$ cat src/rtl/wdt_pkg.sv
`timescale 1ns/1ps
package wdt_pkg;
  localparam int TMO_W    = 10;
  localparam int NUM_HW   = 10;
  localparam int HW_IDX_W = 4;
  localparam int BUS_AW   = HW_IDX_W + 1;

  // halfword slots; the byte address is twice the slot index
  localparam int HW_RLD   = 0;
  localparam int HW_MBOX  = 1;
  localparam int HW_STAT1 = 2;
  localparam int HW_STAT2 = 3;
  localparam int HW_CTRL1 = 4;
  localparam int HW_CTRL2 = 5;
  localparam int HW_MSG   = 6;
  localparam int HW_WDCNT = 7;
  localparam int HW_TMO   = 8;
  localparam int HW_SWIRQ = 9;

  localparam int S1_TIMEOUT = 0;
  localparam int S1_OUTBOX  = 1;
  localparam int S1_SWEVT   = 2;
  localparam int S2_SECOND  = 0;
  localparam int S2_BOOT    = 1;
  localparam int C1_HALT    = 0;
  localparam int C1_LOCK    = 1;

  function automatic logic [15:0] hw_mask(input int idx, input int cnt_w);
    case (idx)
      HW_STAT1:           return 16'h0007;
      HW_STAT2:           return 16'h0003;
      HW_CTRL1:           return 16'h0003;
      HW_WDCNT, HW_SWIRQ: return 16'h00FF;
      HW_TMO:             return 16'((32'd1 << cnt_w) - 32'd1);
      default:            return 16'hFFFF;
    endcase
  endfunction

  function automatic logic [15:0] hw_reset(input int idx);
    case (idx)
      HW_TMO:   return 16'h0004;
      HW_CTRL2: return 16'h0008;
      HW_SWIRQ: return 16'h0003;
      default:  return 16'h0000;
    endcase
  endfunction
endpackage

$ cat src/rtl/wdt_prescaler.sv
`timescale 1ns/1ps
module wdt_prescaler #(
  parameter int DIV = 1000
) (
  input  logic clk,
  input  logic rst_n,
  input  logic clr,
  output logic tick
);
  localparam int PW = (DIV > 1) ? $clog2(DIV) : 1;
  localparam logic [PW-1:0] LAST = PW'(DIV - 1);

  logic [PW-1:0] cnt_q;

  assign tick = (cnt_q == LAST);

  always_ff @(posedge clk or negedge rst_n) begin
    if (!rst_n)             cnt_q <= '0;
    else if (clr || tick)   cnt_q <= '0;
    else                    cnt_q <= cnt_q + 1'b1;
  end
endmodule

$ cat src/rtl/wdt_core.sv
`timescale 1ns/1ps
module wdt_core #(
  parameter int CNT_W = 10
) (
  input  logic             clk,
  input  logic             rst_n,
  input  logic             tick,
  input  logic             start,
  input  logic             stop,
  input  logic             clr_consec,
  input  logic [CNT_W-1:0] timeout_val,
  input  logic             block_fire,
  output logic             running,
  output logic [CNT_W-1:0] live_cnt,
  output logic             expire_now,
  output logic             second_now,
  output logic             fire_now
);
  logic consec_q;

  assign expire_now = running && tick && (live_cnt <= CNT_W'(1)) && !start && !stop;
  assign second_now = expire_now && consec_q;
  assign fire_now   = second_now && !block_fire;

  always_ff @(posedge clk or negedge rst_n) begin
    if (!rst_n) begin
      running  <= 1'b0;
      live_cnt <= '0;
    end else if (start) begin
      running  <= 1'b1;
      live_cnt <= timeout_val;
    end else if (stop) begin
      running  <= 1'b0;
    end else if (expire_now) begin
      running  <= !fire_now;
      live_cnt <= fire_now ? '0 : timeout_val;
    end else if (running && tick) begin
      live_cnt <= live_cnt - 1'b1;
    end
  end

  always_ff @(posedge clk or negedge rst_n) begin
    if (!rst_n)          consec_q <= 1'b0;
    else if (clr_consec) consec_q <= 1'b0;
    else if (expire_now) consec_q <= !consec_q;
  end

  assert_start_guard_R2: assert property (@(posedge clk) disable iff (!rst_n)
    start |-> (timeout_val > CNT_W'(1)));
  assert_reload_on_expiry_R3: assert property (@(posedge clk) disable iff (!rst_n)
    (expire_now && !fire_now) |=> (running && live_cnt == $past(timeout_val)));
  assert_fire_stops_R5: assert property (@(posedge clk) disable iff (!rst_n)
    fire_now |=> !running);
endmodule

$ cat src/rtl/dual_stage_wdt.sv
`timescale 1ns/1ps
module dual_stage_wdt
  import wdt_pkg::*;
#(
  parameter int TICK_DIV = 1000,
  parameter int CNT_W    = TMO_W
) (
  input  logic              clk,
  input  logic              rst_n,
  input  logic [BUS_AW-1:0] bus_addr,
  input  logic [15:0]       bus_wdata,
  input  logic              bus_wr,
  input  logic              bus_half,
  output logic [15:0]       bus_rdata,
  input  logic              strap_safe,
  input  logic              reboot_inhibit,
  input  logic              event_en,
  output logic              sys_event,
  output logic              reset_req
);
  logic [HW_IDX_W-1:0] hw_idx;
  logic                lane_sel, idx_ok, be_lo, be_hi;
  logic [7:0]          lane_lo, lane_hi;
  logic [15:0]         cur, merged;
  logic [15:0]         hw_q [NUM_HW];
  logic [15:0]         hw_d [NUM_HW];
  logic [NUM_HW-1:0]   wr_hit;

  assign hw_idx   = bus_addr[BUS_AW-1:1];
  assign lane_sel = bus_addr[0];
  assign idx_ok   = hw_idx < HW_IDX_W'(NUM_HW);
  assign be_lo    = bus_half || !lane_sel;
  assign be_hi    = bus_half || lane_sel;
  assign lane_lo  = bus_wdata[7:0];
  assign lane_hi  = bus_half ? bus_wdata[15:8] : bus_wdata[7:0];
  assign cur      = idx_ok ? hw_q[hw_idx] : 16'h0000;
  assign merged   = {be_hi ? lane_hi : cur[15:8], be_lo ? lane_lo : cur[7:0]};

  for (genvar g = 0; g < NUM_HW; g++) begin : g_hit
    assign wr_hit[g] = bus_wr && idx_ok && (hw_idx == HW_IDX_W'(g));
  end

  // run control
  logic             tick, start, stop, rld_wr, ctl_wr, mbox_in_wr, mbox_out_wr;
  logic             tmo_ok, halt_now, halt_new;
  logic             running, expire_now, second_now, fire_now;
  logic [CNT_W-1:0] tmo_val, live_cnt;

  assign tmo_val     = hw_q[HW_TMO][CNT_W-1:0];
  assign tmo_ok      = tmo_val > CNT_W'(1);
  assign halt_now    = hw_q[HW_CTRL1][C1_HALT];
  assign halt_new    = merged[C1_HALT];
  assign rld_wr      = wr_hit[HW_RLD];
  assign ctl_wr      = wr_hit[HW_CTRL1];
  assign start       = tmo_ok && ((rld_wr && !halt_now) || (ctl_wr && !halt_new));
  assign stop        = ctl_wr && !start;
  assign mbox_in_wr  = wr_hit[HW_MBOX] && be_lo;
  assign mbox_out_wr = wr_hit[HW_MBOX] && be_hi;

  wdt_prescaler #(.DIV(TICK_DIV)) u_presc (
    .clk(clk), .rst_n(rst_n), .clr(start), .tick(tick)
  );

  wdt_core #(.CNT_W(CNT_W)) u_core (
    .clk(clk), .rst_n(rst_n), .tick(tick), .start(start), .stop(stop),
    .clr_consec(rld_wr), .timeout_val(tmo_val),
    .block_fire(strap_safe || reboot_inhibit),
    .running(running), .live_cnt(live_cnt), .expire_now(expire_now),
    .second_now(second_now), .fire_now(fire_now)
  );

  // register next state
  always_comb begin
    for (int i = 0; i < NUM_HW; i++) begin
      hw_d[i] = wr_hit[i] ? (merged & hw_mask(i, CNT_W)) : hw_q[i];
    end
    if (expire_now) hw_d[HW_RLD] = fire_now ? 16'h0000 : 16'(tmo_val);
    if (start)      hw_d[HW_RLD] = 16'(tmo_val);
    hw_d[HW_CTRL1][C1_LOCK] = hw_d[HW_CTRL1][C1_LOCK] | hw_q[HW_CTRL1][C1_LOCK];
    if (expire_now)  hw_d[HW_STAT1][S1_TIMEOUT] = 1'b1;
    if (mbox_out_wr) hw_d[HW_STAT1][S1_OUTBOX]  = 1'b1;
    if (mbox_in_wr)  hw_d[HW_STAT1][S1_SWEVT]   = 1'b1;
    if (second_now) begin
      hw_d[HW_STAT2][S2_SECOND] = 1'b1;
      hw_d[HW_STAT2][S2_BOOT]   = 1'b1;
    end
  end

  always_ff @(posedge clk or negedge rst_n) begin
    if (!rst_n) begin
      for (int i = 0; i < NUM_HW; i++) hw_q[i] <= hw_reset(i);
      sys_event <= 1'b0;
      reset_req <= 1'b0;
    end else begin
      hw_q      <= hw_d;
      sys_event <= (expire_now && !fire_now && event_en) || mbox_in_wr;
      reset_req <= reset_req || fire_now;
    end
  end

  // read path
  logic [15:0] rd_hw;
  always_comb begin
    rd_hw = cur;
    if (hw_idx == HW_IDX_W'(HW_RLD) && running) rd_hw = 16'(live_cnt);
    if (bus_half)      bus_rdata = rd_hw;
    else if (lane_sel) bus_rdata = {8'h00, rd_hw[15:8]};
    else               bus_rdata = {8'h00, rd_hw[7:0]};
  end

  assert_lock_sticky_R9: assert property (@(posedge clk) disable iff (!rst_n)
    hw_q[HW_CTRL1][C1_LOCK] |=> hw_q[HW_CTRL1][C1_LOCK]);
  assert_reset_hold_R5: assert property (@(posedge clk) disable iff (!rst_n)
    reset_req |=> reset_req);
  assert_fire_quiet_R5: assert property (@(posedge clk) disable iff (!rst_n)
    (fire_now && !mbox_in_wr) |=> (reset_req && !sys_event));
  assert_halt_stops_R8: assert property (@(posedge clk) disable iff (!rst_n)
    (ctl_wr && halt_new) |=> !running);
  assert_timeout_flag_R3: assert property (@(posedge clk) disable iff (!rst_n)
    expire_now |=> hw_q[HW_STAT1][S1_TIMEOUT]);
  assert_mbox_event_R11: assert property (@(posedge clk) disable iff (!rst_n)
    mbox_in_wr |=> (sys_event && hw_q[HW_STAT1][S1_SWEVT]));
endmodule

$ cat config.mk
export PLATFORM = sky130hd
export DESIGN_NAME = dual_stage_wdt
export DESIGN_NICKNAME = d
export VERILOG_FILES = /design/src/rtl/wdt_pkg.sv /design/src/rtl/wdt_prescaler.sv /design/src/rtl/wdt_core.sv /design/src/rtl/dual_stage_wdt.sv
export SDC_FILE = /design/constraint.sdc
export NUM_CORES = 1
export LEC_CHECK = 0
export ABC_AREA = 1
export BUFFER_PORTS_ARGS = -buffer_cell sky130_fd_sc_hd__clkbuf_2
export CAP_MARGIN = 20
export CORE_ASPECT_RATIO = 1.2
export CORE_UTILIZATION = 30
export CTS_CLUSTER_SIZE = 20
export DETAILED_ROUTE_END_ITERATION = 6
export GPL_ROUTABILITY_DRIVEN = 0
export GPL_TIMING_DRIVEN = 0
export PLACE_DENSITY = 0.48
export RECOVER_POWER = 100
export SLEW_MARGIN = 15
export SYNTH_ARGS = -nofsm -noshare
export SYNTH_HDL_FRONTEND = slang
export SYNTH_SLANG_ARGS = --single-unit
export TNS_END_PERCENT = 10
$ cat constraint.sdc
create_clock -name clk -period 3.52 [get_ports clk]
set_input_delay 0.176 -clock clk [delete_from_list [all_inputs] [get_ports clk]]
set_output_delay 0.176 -clock clk [all_outputs]
set_load 0.1 [all_outputs]
# Word level (Yosys, flattened, before mapping)
# Cells that the tools add are included.
[classes]
n_addsub = 2
order_cmp = 4
eq_ne = 11
n_mux = 32
n_bitwise = 2
reduce_logical = 51
[op_table]
columns = ["op", "count"]
rows = [
  ["$mux W16", 8],
  ["$mux W10", 7],
  ["$bmux W16 S4", 1],
  ["$mux W8", 4],
  ["$logic_and A1 B1 Y1", 26],
  ["$eq A4 B3 Y1 const B", 4],
  ["$add A10 B1 Y10 const B", 1],
  ["$eq A10 B10 Y1 const B", 1],
  ["$gt A10 B1 Y1 const B", 1],
  ["$le A10 B1 Y1 const B", 1],
  ["$reduce_bool A2 Y1", 5],
  ["$sub A10 B1 Y10 const B", 1],
  ["$reduce_bool A3 Y1", 3],
  ["$eq A4 B2 Y1 const B", 2],
  ["$eq A4 B4 Y1 const B", 2],
  ["$logic_not A1 Y1", 8],
  ["$mux W1", 8],
  ["$logic_or A1 B1 Y1", 7],
  ["$mux W2", 3],
  ["$ge A5 B5 Y1 const B", 1],
  ["$not A4 Y5", 1],
  ["$eq A4 B1 Y1 const B", 1],
  ["$logic_not A4 Y1", 1],
  ["$lt A4 B4 Y1 const B", 1],
  ["other kinds (4)", 4],
]
[totals]
register_bits = 121
out_inout_bits = 18
wordCells = 121

# Logic depth before layout (Yosys ltp)
# Gate-level depths: netlist of the first run.
[logic_depth]
word_depth = 20
ltp_mapped = 18
ltp_nobuf = 16

# By module
# A second synthesis of the first run with hierarchy kept.
[unflattened]
cells_unflattened = 1009
hier_area_um2 = 7161.9
[modules_own_cells]
columns = ["module", "n_inst", "cells_per_inst", "area_per_inst_um2", "seq_area_each_um2"]
rows = [
  ["dual_stage_wdt", 1, 752, 5484.0, 2482.4],
  ["wdt_core", 1, 188, 1134.8, 300.3],
  ["wdt_prescaler", 1, 69, 543.0, 250.2],
]

# Least setup slack after synthesis of the first run
# OpenSTA, ideal clock, no wires.
[synth_path]
path_kind = "input to output"
startpoint = "in bus_addr[4]"
endpoint = "out bus_rdata[5]"
arrival_time_ps = 3401
slack_ps = -57
cell_stages = 9
path_cell_list = "nor2_1 buf_2 nand2_1 nor2_1 inv_1 clkbuf_1 nand3_1 o21ai_0 o21ai_0"
[synth_between]
elab_chain_len = 8
[synth_rtl]
columns = ["element", "line", "source"]
rows = [
  ["start: declaration", "dual_stage_wdt.sv:10", "input logic [BUS_AW-1:0] bus_addr,"],
  ["$not A4 Y5 (implied by the code)", "dual_stage_wdt.sv:36", "assign cur = idx_ok ? hw_q[hw_idx] : 16'h0000;"],
  ["$bmux W16 S4", "dual_stage_wdt.sv:36", ""],
  ["$mux W16 (implied by the code) (2 in a row)", "dual_stage_wdt.sv:36", ""],
  ["$mux W16", "dual_stage_wdt.sv:36", ""],
  ["$mux W16 (*)", "dual_stage_wdt.sv:105", "if (hw_idx == HW_IDX_W'(HW_RLD) && running) rd_hw = 16'(live_cnt);"],
  ["$mux W8", "dual_stage_wdt.sv:107", "else if (lane_sel) bus_rdata = {8'h00, rd_hw[15:8]};"],
  ["$mux W16 (*)", "dual_stage_wdt.sv:106", "if (bus_half) bus_rdata = rd_hw;"],
  ["end: declaration", "dual_stage_wdt.sv:14", "output logic [15:0] bus_rdata,"],
]
# Mark *: on every way between the ends. The rest lies on a longest branch, timed or not. The select of a mux whose other input is x is not followed.

# Worst setup path after layout of the first run
[layout_path]
startpoint = "in bus_addr[4]"
endpoint = "out bus_rdata[6]"
# Same word-level chain as after synthesis.

==> metrics.txt, run 1 <==
status finished with violations; failing checks capacitance limit, slew limit; Period minus WS final 3190 ps; Most used DFF post-synth dfrtp_1; cell family with most CP delay compound AO/OA/AOI/OAI gates; # IOs 46; Max-Cap Viols 1; H-tree Lvls 4; Root Buffer Master clkbuf_16; vias in the first global route 6,166; Max Clock Freq 314 MHz; routed len/inst 18.7 µm; Switching Share 0.331; Combinational Power Share 0.212; Die Wd 137 µm; CTS tree done; CTS Sinks 121; Psw 0.00159 W; fillers 2,304; largest net degree at the start of global routing 86; sequential area share after synthesis 0.464; GRT overflow 0; First-pass DRT Iterations 6; buffer and inverter count on the worst path 5; layout cells sized above 1 0.0988; largest cells by area after synthesis dfrtp_1 45%, nand2_1 14%, o21ai_0 8.1%; Critical Path Start Type primary input; Worst Path Required 3340 ps; Final Hold Vio Count 0; Post-route DRC 0; final instance area 0.00770 mm²; crit-path max FO 10; Synth cell types 47; placed cells 1,187; DP Area 0.00713 mm²; worst path arrival time 3010 ps; worst min path class primary input to flop; Clock Path Buffers 2; routed via count 6,184; Antenna Nets Post-Route 0; Worst-path clk slew 60 ps; sequential share of power 0.412; most frequent CP cell inv_1; EDFF count, synth 0; Critical Path, Cell by Cell clkbuf_1 > nor2_1 > buf_2 > nand2_1 > inv_1 > a221oi_1 > a21oi_1 > o21ai_0 > inv_1 > clkbuf_2; Post-DP HPWL 17,000 µm; critical path capture point type output port; Syn-to-layout area delta 17.8%; reg-to-reg setup timing slack 630 ps; gr usage total 0.218; initial DRC count 505; Worst Setup Path Type primary input to output port; Final nets 969; slowest CP cell a221oi_1; first-pass GRT wire length 35,500 µm; number of buffers created by CTS 17; synthesized instance count 872; Seq cells post-synth 121; Antenna Cells 0; Cell Area, Synth 0.00654 mm²; FF+latch area 0.00303 mm²; Yosys warnings 0; setup ws final 333 ps; Initial Util 0.309; Slew Limit Fails 37; port buffer count 44; ys async rst share 1.00; drt via density 5.06; Post-Syn Nets 903; Critical Path Max Stage Delay 810 ps; leakage power 3.59 nW; Post-Syn Area per Cell 7.50 µm²; Worst slew margin -0.504; Yosys top cell area share 0.448; core footprint 0.0212 mm²; Worst-Skew Late Latency 420 ps; clock share of power 0.376; initial antenna violation count 1; final setup TNS 0 ps; Post-Place Setup Slack 511 ps; RSZ-0062 raised after global routing false; footprint of the multi-input gates 0.00300 mm²; Fin Clk Skew 7.74 ps; Int Pwr 0.00322 W; drt total wl 22,900 µm; die footprint 0.0224 mm²; Period Utilization, post-route 0.905; area leader, netlist dfrtp_1; pwr dens 624 mW/mm²; floorplan row count 58; VDD IR-drop max 0.368 mV; Die Y 164 µm; Final Instance Count excl. Fillers 1,221; final-report setup violation count 0; worst slew pin tran 2260 ps
-- state kept, by name (all words and copies together) (netlist names) --
signal	flops
u_core.live_cnt	10
u_core.consec_q	1
hw_q	96
u_presc.cnt_q	10
reset_req	1
halt_now	1
sys_event	1
u_core.running	1
-- kinds of logic after synthesis --
group | share of synthesized area
AND/OR/NAND/NOR | 0.267
AO/OA/AOI/OAI | 0.174
flip-flops | 0.464
buffers and inverters | 0.0741
XOR/XNOR | 0.0147
adder cells (fa/ha/maj) | 0.00574
multiplexers | 0.00153
-- worst min-delay path: stages --
cell and delay, ps:
clkbuf_2 80, inv_1 60, a31o_2 150
-- cell usage after synthesis, types with 4 or more instances --
cell and n:
a21oi_1 30, a22oi_1 11, buf_4 4, clkbuf_1 19, dfrtp_1 117, dfstp_2 4, inv_1 80, inv_2 7
nand2_1 252, nand2_2 5, nand3_1 36, nand4_1 4, nor2_1 99, nor2_2 4, nor2_4 4, nor3_1 10
o2111ai_1 11, o211ai_1 4, o21ai_0 106, o21ai_1 7, o22ai_1 5, xor2_1 9
-- stage by stage --
stage	utilization	hold slack (ps)	total power, W
6_report	0.363	70.3	0.00481
5_1_grt	0.363	67.9	0.00508
4_1_cts	0.366	55.6	0.00485
3_5_place_dp	0.337	123	0.00302
3_3_place_gp	0.335	422	0.00301
2_1_floorplan	-	-120	0.00267
-- path summary, 6_finish.rpt --
| kind | from | cells past startpoint | end |
|---|---|---|---|
| min | reboot_inhibit | 3 | reset_req |
| min in group asynchronous | rst_n | 2 | hw_q[5] |
| min reg2reg | u_presc.cnt_q[0] | 1 | u_presc.cnt_q[0] |
| max reg2reg | hw_q[0] | 12 | u_presc.cnt_q[4] |
| max in group asynchronous | rst_n | 3 | hw_q[18] |
| max | bus_addr[4] | 10 | bus_rdata[6] |
-- power by group through the flow --
stage	Sequential, W	Combinational, W	Clock, W
2_1_floorplan	0.00192	0.000750	0
3_3_place_gp	0.00200	0.00101	0
3_5_place_dp	0.00200	0.00102	0
4_1_cts	0.00198	0.00103	0.00184
5_1_grt	0.00202	0.00115	0.00190
6_report	0.00198	0.00102	0.00181
-- final cells by class --
| class | count | share of cell area |
|---|---|---|
| clock buffers | 21 | 0.0598 |
| plain buffers | 29 | 0.0171 |
| repair buffers | 47 | 0.0333 |
| clock inverters | 11 | 0.0190 |
| well taps | 270 | 0.0439 |
| flip-flops and latches | 121 | 0.394 |
| inverters | 89 | 0.0434 |
| multi-input cells | 633 | 0.390 |
-- layer usage --
metal / vias up / global-route usage / wire (µm)
li1: 3009 / - / -
met1: 2938 / 0.262 / 9570
met2: 184 / 0.371 / 11300
met3: 51 / 0.0478 / 1240
met4: 2 / 0.0934 / 771
met5: - / 0 / 10
-- placed cells by master (no fill, tap or decap), types with 3 or more instances in the layout --
cell        count
nor2_4          4
nand3_1        36
bufinv_16       3
o22ai_1         5
a221oi_1        3
nor3b_1         3
dfrtp_1       117
a22oi_1        11
ha_1            3
clkinvlp_4      5
a32o_1          3
nand2_2         4
nand4_1         4
o21ai_0       111
nor3_1         10
clkbuf_2       35
buf_4           3
inv_2           5
clkbuf_16      17
nand2_1       254
o21bai_1        3
xor2_1          9
clkbuf_1       33
dfstp_2         3
a21oi_1        30
o211ai_1        4
nor2_1        101
buf_2           3
o2111ai_1      11
inv_1          82
o221ai_1        3
-- repair_timing --
item                                    CTS  global route
gates resized for setup                   0             0
endpoints found under the setup margin    0             0
hold endpoints to repair                 37             0
hold buffers                              2             0
setup buffers                             0             0
No activity file was read; power rests on OpenSTA's default activity.
==> inputs of run 2 (changes only) <==
--- a/config.mk
+++ b/config.mk
@@ -8,7 +8,6 @@
 export ABC_AREA = 1
 export BUFFER_PORTS_ARGS = -buffer_cell sky130_fd_sc_hd__clkbuf_2
 export CAP_MARGIN = 20
-export CORE_ASPECT_RATIO = 1.2
 export CORE_UTILIZATION = 30
 export CTS_CLUSTER_SIZE = 20
 export DETAILED_ROUTE_END_ITERATION = 6
@@ -16,8 +15,9 @@
 export GPL_TIMING_DRIVEN = 0
 export PLACE_DENSITY = 0.48
 export RECOVER_POWER = 100
-export SLEW_MARGIN = 15
+export SLEW_MARGIN = 0
 export SYNTH_ARGS = -nofsm -noshare
 export SYNTH_HDL_FRONTEND = slang
+export SYNTH_HIERARCHICAL = 1
 export SYNTH_SLANG_ARGS = --single-unit
 export TNS_END_PERCENT = 10
==> metrics.txt, run 2 <==
most frequent cells in the layout 383 x nand2_1, 117 x dfrtp_1, 104 x o21ai_0, 73 x inv_1, 71 x nand3_1; footprint of the multi-input gates 0.00355 mm² (+18%); critical path capture point type flop; Synth cell types 47 (unchanged); Fin Clk Skew 11.8 ps (+4.09 ps); gr usage total 0.212 (-0.00557); CTS tree done; Worst slew margin -0.190 (+0.314); worst path arrival time 3540 ps (+530 ps); routed len/inst 17.4 µm (-7.0%); Die Wd 157 µm (+14%); count leader, synth nand2_1; Post-route DRC 0 (unchanged); Worst-Skew Late Latency 430 ps (about the same); First-pass DRT Iterations 5 (-1); post-synthesis adder-cell area fraction 0.00524 (-0.000499); failing checks capacitance limit, slew limit; Yosys warnings 6 (+6); clock share of power 0.332 (-0.044); Int Pwr 0.00314 W (-2.2%); # IOs 46 (unchanged); Max Clock Freq 314 MHz (+0.22%); Period Utilization, post-route 0.904 (-0.00195); Period minus WS final 3180 ps (-6.85 ps); leakage power 4.14 nW (+15%); Post-DP HPWL 18,400 µm (+8.6%); Antenna Cells 0 (unchanged); Synth top cells by count 382 x nand2_1, 117 x dfrtp_1, 103 x o21ai_0, 73 x inv_1, 72 x nand3_1; Post-Syn Area per Cell 7.10 µm² (-5.3%); Slew Limit Fails 28 (-24%); area leader, netlist dfrtp_1; crit-path max FO 10 (unchanged); Largest Register hw_q; number of buffers created by CTS 17 (unchanged); largest net degree at the start of global routing 95 (+10%); Worst Path Required 3880 ps (+540 ps); setup ws final 340 ps (+6.85 ps); initial antenna violation count 0 (-1); synthesized instance count 1,009 (+16%); fin util 0.356 (-0.00741); Post-Syn Nets 1,040 (+15%); Cell Area, Synth 0.00716 mm² (+9.5%); drt total wl 24,500 µm (+7.1%); H-tree Lvls 4 (unchanged); Seq cells post-synth 121 (unchanged); Psw 0.00197 W (+24%); Critical Path Start Type flop; EDFF count, synth 0 (unchanged); Worst-path clk slew 60 ps (about the same); Max-Cap Viols 1 (unchanged); sequential share of power 0.402 (-0.010); layout cells sized above 1 0.142 (+0.0428); FF+latch area 0.00303 mm² (unchanged); Syn-to-layout area delta 16.7%; Synth Area in Compound Gates 0.121 (-0.0527); floorplan row count 56 (-3.4%); setup repair bufs after CTS 0 (unchanged); Switching Share 0.385 (+0.0543); worst slew pin tran 1780 ps (-471 ps); fillers 2,556 (+11%); final-report setup violation count 0 (unchanged); biggest regs hw_q: 96 flops, u_core/live_cnt: 10 flops, u_presc/cnt_q: 10 flops; Post-Synth Simple-Gate Area 0.366 (+0.0993); status finished with violations; most common cell after layout, fill and taps aside nand2_1; XOR/XNOR share of the synthesized area 0.00367 (-0.0111); VDD IR-drop max 0.310 mV (-16%); Worst Setup Path Type flop to flop; largest cells by area after synthesis dfrtp_1 41%, nand2_1 20%, o21ai_0 7.2%; Final Hold Vio Count 0 (unchanged); pwr dens 612 mW/mm² (-2.0%); first-pass GRT wire length 38,400 µm (+8.1%); Final nets 1,105 (+14%); post-synthesis mux area share 0.00140 (-0.000133); worst min path class primary input to flop; largest family of logic cells by synthesized area simple AND/OR/NAND/NOR gates; Yosys top cell area share 0.409 (-0.0390); CTS Sinks 121 (unchanged); Die Y 157 µm (-4.4%); drt via density 4.90 (-3.2%); sequential area share after synthesis 0.423 (-0.0404); die footprint 0.0245 mm² (+9.4%); Root Buffer Master clkbuf_16; RSZ-0062 raised after global routing false; GRT overflow 0 (unchanged); vias in the first global route 6,596 (+7.0%); core footprint 0.0235 mm² (+11%); port buffer count 43 (-2.3%); routed via count 6,895 (+11%); Antenna Nets Post-Route 0 (unchanged); Initial Util 0.305 (-0.00346); ys async rst share 1.00 (unchanged); initial DRC count 508 (+0.59%); max reg flops 96 (unchanged); Clock Path Buffers 2 (unchanged); Post-Place Setup Slack -585 ps (-1100 ps); Most used DFF post-synth dfrtp_1; Combinational Power Share 0.266 (+0.054)
run 2: final timing paths:
check / from / end / slack (ps) / cells past startpoint
min reg2reg: reset_req / reset_req / 460 / 1
max reg2reg: hw_q[16] / hw_q[149] / 340 / 25
max: hw_q[16] / hw_q[149] / 340 / 25
min in group asynchronous: rst_n / hw_q[77] / 760 / 2
max in group asynchronous: rst_n / hw_q[1] / 1510 / 3
min: bus_addr[4] / hw_q[2] / 170 / 5
run 2: cell type report:
class                   instances  area share
plain buffers                  38      0.0256
clock buffers                  18      0.0525
clock inverters                14      0.0151
inverters                      89      0.0412
multi-input cells             761       0.425
flip-flops and latches        121       0.363
well taps                     319      0.0478
repair buffers                 46      0.0299
run 2: cell families after synthesis:
logic type               count (synthesis)
XOR/XNOR                                 3
flip-flops                             121
buffers and inverters                  127
multiplexers                             1
AND/OR/NAND/NOR                        595
adder cells (fa/ha/maj)                  3
AO/OA/AOI/OAI                          159
run 2: per-layer routing:
layer  GRT usage  share of wire
met1       0.306           0.49
met2       0.330           0.45
met3      0.0305          0.046
met4      0.0556          0.015
met5           0              0
run 2: power by group through the flow:
stage / clock network (W) / logic (W) / registers (W)
final: 0.00170 / 0.00136 / 0.00206
after global placement: 0 / 0.00135 / 0.00208
after floorplan: 0 / 0.00105 / 0.00196
after detailed placement: 0 / 0.00136 / 0.00208
after global routing: 0.00179 / 0.00155 / 0.00210
after CTS: 0.00173 / 0.00137 / 0.00206
run 2: critical path, stage by stage (launching register included):
cell and delay (ps):
dfrtp_1 460, nand2_1 110, nand2_1 60, nand4_1 110, nand3_2 160, nand2_1 90
nand3_1 110, nand2_2 140, nand2_4 90, buf_6 150, inv_1 150, nor2_1 90
nor2_2 160, nand2_1 90, nor2_2 140, nand2_2 80, buf_6 160, inv_2 140
inv_4 100, nor2_4 150, nand2_1 60, o21ai_0 80, nand2_1 80, nand2_1 60
nand2_1 50, nand2_1 60
run 2: timing repair:
item | CTS | global route
endpoints found under the hold margin | 28 | 0
gates resized for setup | 3 | 10
hold buffers | 2 | 0
endpoints found under the setup margin | 17 | 17
run 2: per-stage QoR:
stage	hold slack, ps	area (µm²)	power, W	setup TNS [ps]	std cells
after floorplan	-120	7160	0.00301	0	1009
after global placement	388	7780	0.00343	-6100	1371
after detailed placement	90.7	7810	0.00344	-6360	1372
after CTS	155	8410	0.00515	0	1406
after global routing	179	8360	0.00543	0	1406
final	167	8360	0.00511	0	1406
==> inputs of run 3 (changes only) <==
--- a/config.mk
+++ b/config.mk
@@ -5,7 +5,6 @@
 export SDC_FILE = /design/constraint.sdc
 export NUM_CORES = 1
 export LEC_CHECK = 0
-export ABC_AREA = 1
 export BUFFER_PORTS_ARGS = -buffer_cell sky130_fd_sc_hd__clkbuf_2
 export CAP_MARGIN = 20
 export CORE_UTILIZATION = 30
==> metrics.txt, run 3 <==
layout cells sized above 1 0.253 (+0.112); vias in the first global route 5,512 (-16%); most frequent cells in the layout 117 x dfrtp_1, 100 x nand2_1, 51 x nor2_1, 49 x mux2_2, 48 x o21ai_0; largest cells by area after synthesis dfrtp_1 44%, mux2_2 8.8%, nand2_1 5.6%; Critical Path Max Stage Delay 510 ps (+50 ps); Int Pwr 0.00341 W (+8.3%); floorplan row count 54 (-3.6%); worst min path class primary input to flop; sequential area share after synthesis 0.454 (+0.0307); setup ws final 229 ps (-110 ps); # IOs 46 (unchanged); count leader, synth dfrtp_1; gr usage total 0.194 (-0.0182); slowest CP cell clkbuf_1; Max-Cap Viols 1 (unchanged); Syn-to-layout area delta 17.4%; Antenna Nets Post-Route 0 (unchanged); Post-Syn Nets 691 (-34%); Combinational Power Share 0.229 (-0.037); final instance area 0.00784 mm² (-6.2%); VDD IR-drop max 0.268 mV (-14%); routed len/inst 20.9 µm (+20%); Period minus WS final 3290 ps (+110 ps); Cell Area, Synth 0.00668 mm² (-6.8%); Worst-path clk slew 60 ps (about the same); DP Area 0.00727 mm² (-6.9%); port buffer count 42 (-2.3%); Root Buffer Master clkbuf_16; routed via count 5,521 (-20%); largest family of logic cells by synthesized area simple AND/OR/NAND/NOR gates; critical path capture point type flop; synthesized instance count 660 (-35%); Most used DFF post-synth dfrtp_1; max reg flops 96 (unchanged); Largest Register hw_q; core footprint 0.0218 mm² (-7.0%); Yosys top cell area share 0.438 (+0.0296); sequential share of power 0.415 (+0.013); GRT overflow 0 (unchanged); EDFF count, synth 0 (unchanged); Clock Path Buffers 2 (unchanged); fillers 2,212 (-13%); CTS tree done; Post-Synth Simple-Gate Area 0.192 (-0.174); Post-Place Setup Slack -987 ps (-403 ps); crit-path max FO 10 (unchanged); Yosys warnings 6 (unchanged); First-pass DRT Iterations 5 (unchanged); Worst Setup Path Type flop to flop; drt via density 5.42 (+11%); Min Hold Slack 205 ps (+38.1 ps); leakage power 3.41 nW (-18%); Die Y 151 µm (-3.4%); XOR/XNOR share of the synthesized area 0.00787 (+0.00420); Critical Path, Cell by Cell mux2i_1 > nor4_1 > o32a_2 > nor2_4 > nor2_1 > nand3b_1 > nor3_4 > and3b_2 > o21bai_2 > clkbuf_1 > o21bai_1 > a2bb2oi_2; Seq cells post-synth 121 (unchanged); Switching Share 0.329 (-0.0565); die footprint 0.0229 mm² (-6.7%); Period Utilization, post-route 0.935 (+0.0314); post-synthesis adder-cell area fraction 0.00562 (+0.000380); Max Clock Freq 304 MHz (-3.4%); Worst slew margin -0.266 (-0.0764); H-tree Lvls 4 (unchanged); Fin Clk Skew 13.7 ps (+1.89 ps); cell family with most CP delay simple AND/OR/NAND/NOR gates; ys async rst share 1.00 (unchanged); Slew Limit Fails 32 (+14%); reg-to-reg setup timing slack 230 ps (-110 ps); Synth cell types 83 (+77%); Worst-Skew Late Latency 420 ps (about the same); biggest regs hw_q: 96 flops, u_core/live_cnt: 10 flops, u_presc/cnt_q: 10 flops; most common cell after layout, fill and taps aside dfrtp_1; Psw 0.00167 W (-15%); drt total wl 21,200 µm (-13%); RSZ-0062 raised after global routing false; initial antenna violation count 0 (unchanged); Final nets 756 (-32%); Post-DP HPWL 15,800 µm (-14%); post-synthesis mux area share 0.112 (+0.111); failing checks capacitance limit, slew limit; Post-route DRC 0 (unchanged); Initial Util 0.306 (+0.000868); worst slew pin tran 1900 ps (+115 ps); initial DRC count 430 (-15%); clock share of power 0.355 (+0.023); Synth top cells by count 117 x dfrtp_1, 100 x nand2_1, 52 x mux2_2, 51 x nor2_1, 47 x o21ai_0; first-pass GRT wire length 32,500 µm (-15%); buffer and inverter count on the worst path 1 (-4); CTS Sinks 121 (unchanged); Post-Syn Area per Cell 10.1 µm² (+43%); Synth Area in Compound Gates 0.191 (+0.0698); Die Wd 151 µm (-3.4%); Critical Path Start Type flop; pwr dens 647 mW/mm² (+5.7%); Antenna Cells 0 (unchanged); area leader, netlist dfrtp_1; number of buffers created by CTS 17 (unchanged); final-report setup violation count 0 (unchanged); status finished with violations; Worst Path Required 3820 ps (-60 ps); Final Hold Vio Count 0 (unchanged); largest net degree at the start of global routing 91 (-4.2%); worst path arrival time 3590 ps (+50 ps)
[run 3: cell count changes after synthesis, moves of 14 or more]
| cell | previous run | this run |
|---|---|---|
| a21oi_1 | 26 | 9 |
| inv_1 | 73 | 11 |
| mux2_2 | 0 | 52 |
| nand2_1 | 382 | 100 |
| nand3_1 | 72 | 12 |
| nand4_1 | 16 | 2 |
| o21ai_0 | 103 | 47 |
[run 3: power groups by stage]
| stage | clock, W | sequential [W] | combinational, W |
|---|---|---|---|
| after global placement | 0 | 0.00211 | 0.00114 |
| after detailed placement | 0 | 0.00212 | 0.00117 |
| after floorplan | 0 | 0.00199 | 0.000902 |
| after global routing | 0.00190 | 0.00215 | 0.00127 |
| final | 0.00180 | 0.00211 | 0.00116 |
| after CTS | 0.00183 | 0.00210 | 0.00118 |
[run 3: path summary, 6_finish.rpt]
kind / to / cells after the start / startpoint
worst max register to register: hw_q[151] / 12 / halt_now
worst min-delay path: hw_q[113] / 3 / bus_half
min in group asynchronous: u_core/live_cnt[6] / 2 / rst_n
max in group asynchronous: hw_q[76] / 3 / rst_n
worst max-delay path: hw_q[151] / 12 / halt_now
worst min register to register: hw_q[48] / 2 / hw_q[48]
[run 3: per-stage QoR]
stage,utilization,setup TNS [ps],power (W),std cells
after floorplan,-,0,0.00289,660
after global placement,0.332,-8510,0.00324,982
after detailed placement,0.333,-10370,0.00329,983
after CTS,0.363,0,0.00511,1018
after global routing,0.359,0,0.00532,1018
final,0.359,0,0.00507,1018
[run 3: cells by family (layout without fill, tap and decap cells)]
kind of cell	Yosys count	count (layout)
simple gates	246	246
compound gates	170	170
flops	121	121
mux	66	66
buf+inv	48	126
xor+xnor	6	6
fa+ha+maj	3	3
[run 3: area by class of cell]
cell class | count | area (µm²) | area share
sequential | 121 | 3030 | 0.387
buffer | 36 | 185 | 0.0236
tap | 280 | 350 | 0.0447
timing repair buffer | 46 | 256 | 0.0327
clock inverter | 12 | 148 | 0.0188
inverter | 12 | 45.0 | 0.00574
clock buffer | 20 | 467 | 0.0595
multi-input combinational | 491 | 3360 | 0.428
[run 3: timing repair]
item | 4_1_cts | 5_1_grt
hold endpoints to repair | 32 | 0
setup buffers | 1 | 0
setup endpoints to repair | 17 | 6
hold buffers | 2 | 0
pin swaps | 1 | 0
gates resized for setup | 3 | 3
[run 3: layer usage]
layer / global-route usage / up-vias / part of all wire
li1: - / 2539 / -
met1: 0.270 / 2792 / 0.47
met2: 0.296 / 159 / 0.47
met3: 0.0380 / 31 / 0.039
met4: 0.0720 / 0 / 0.023
met5: 0 / - / 0
[run 3: tightest hold or removal path, stage by stage]
cell	delay [ps]
buf_6	100
nor2_1	120
o221ai_1	190
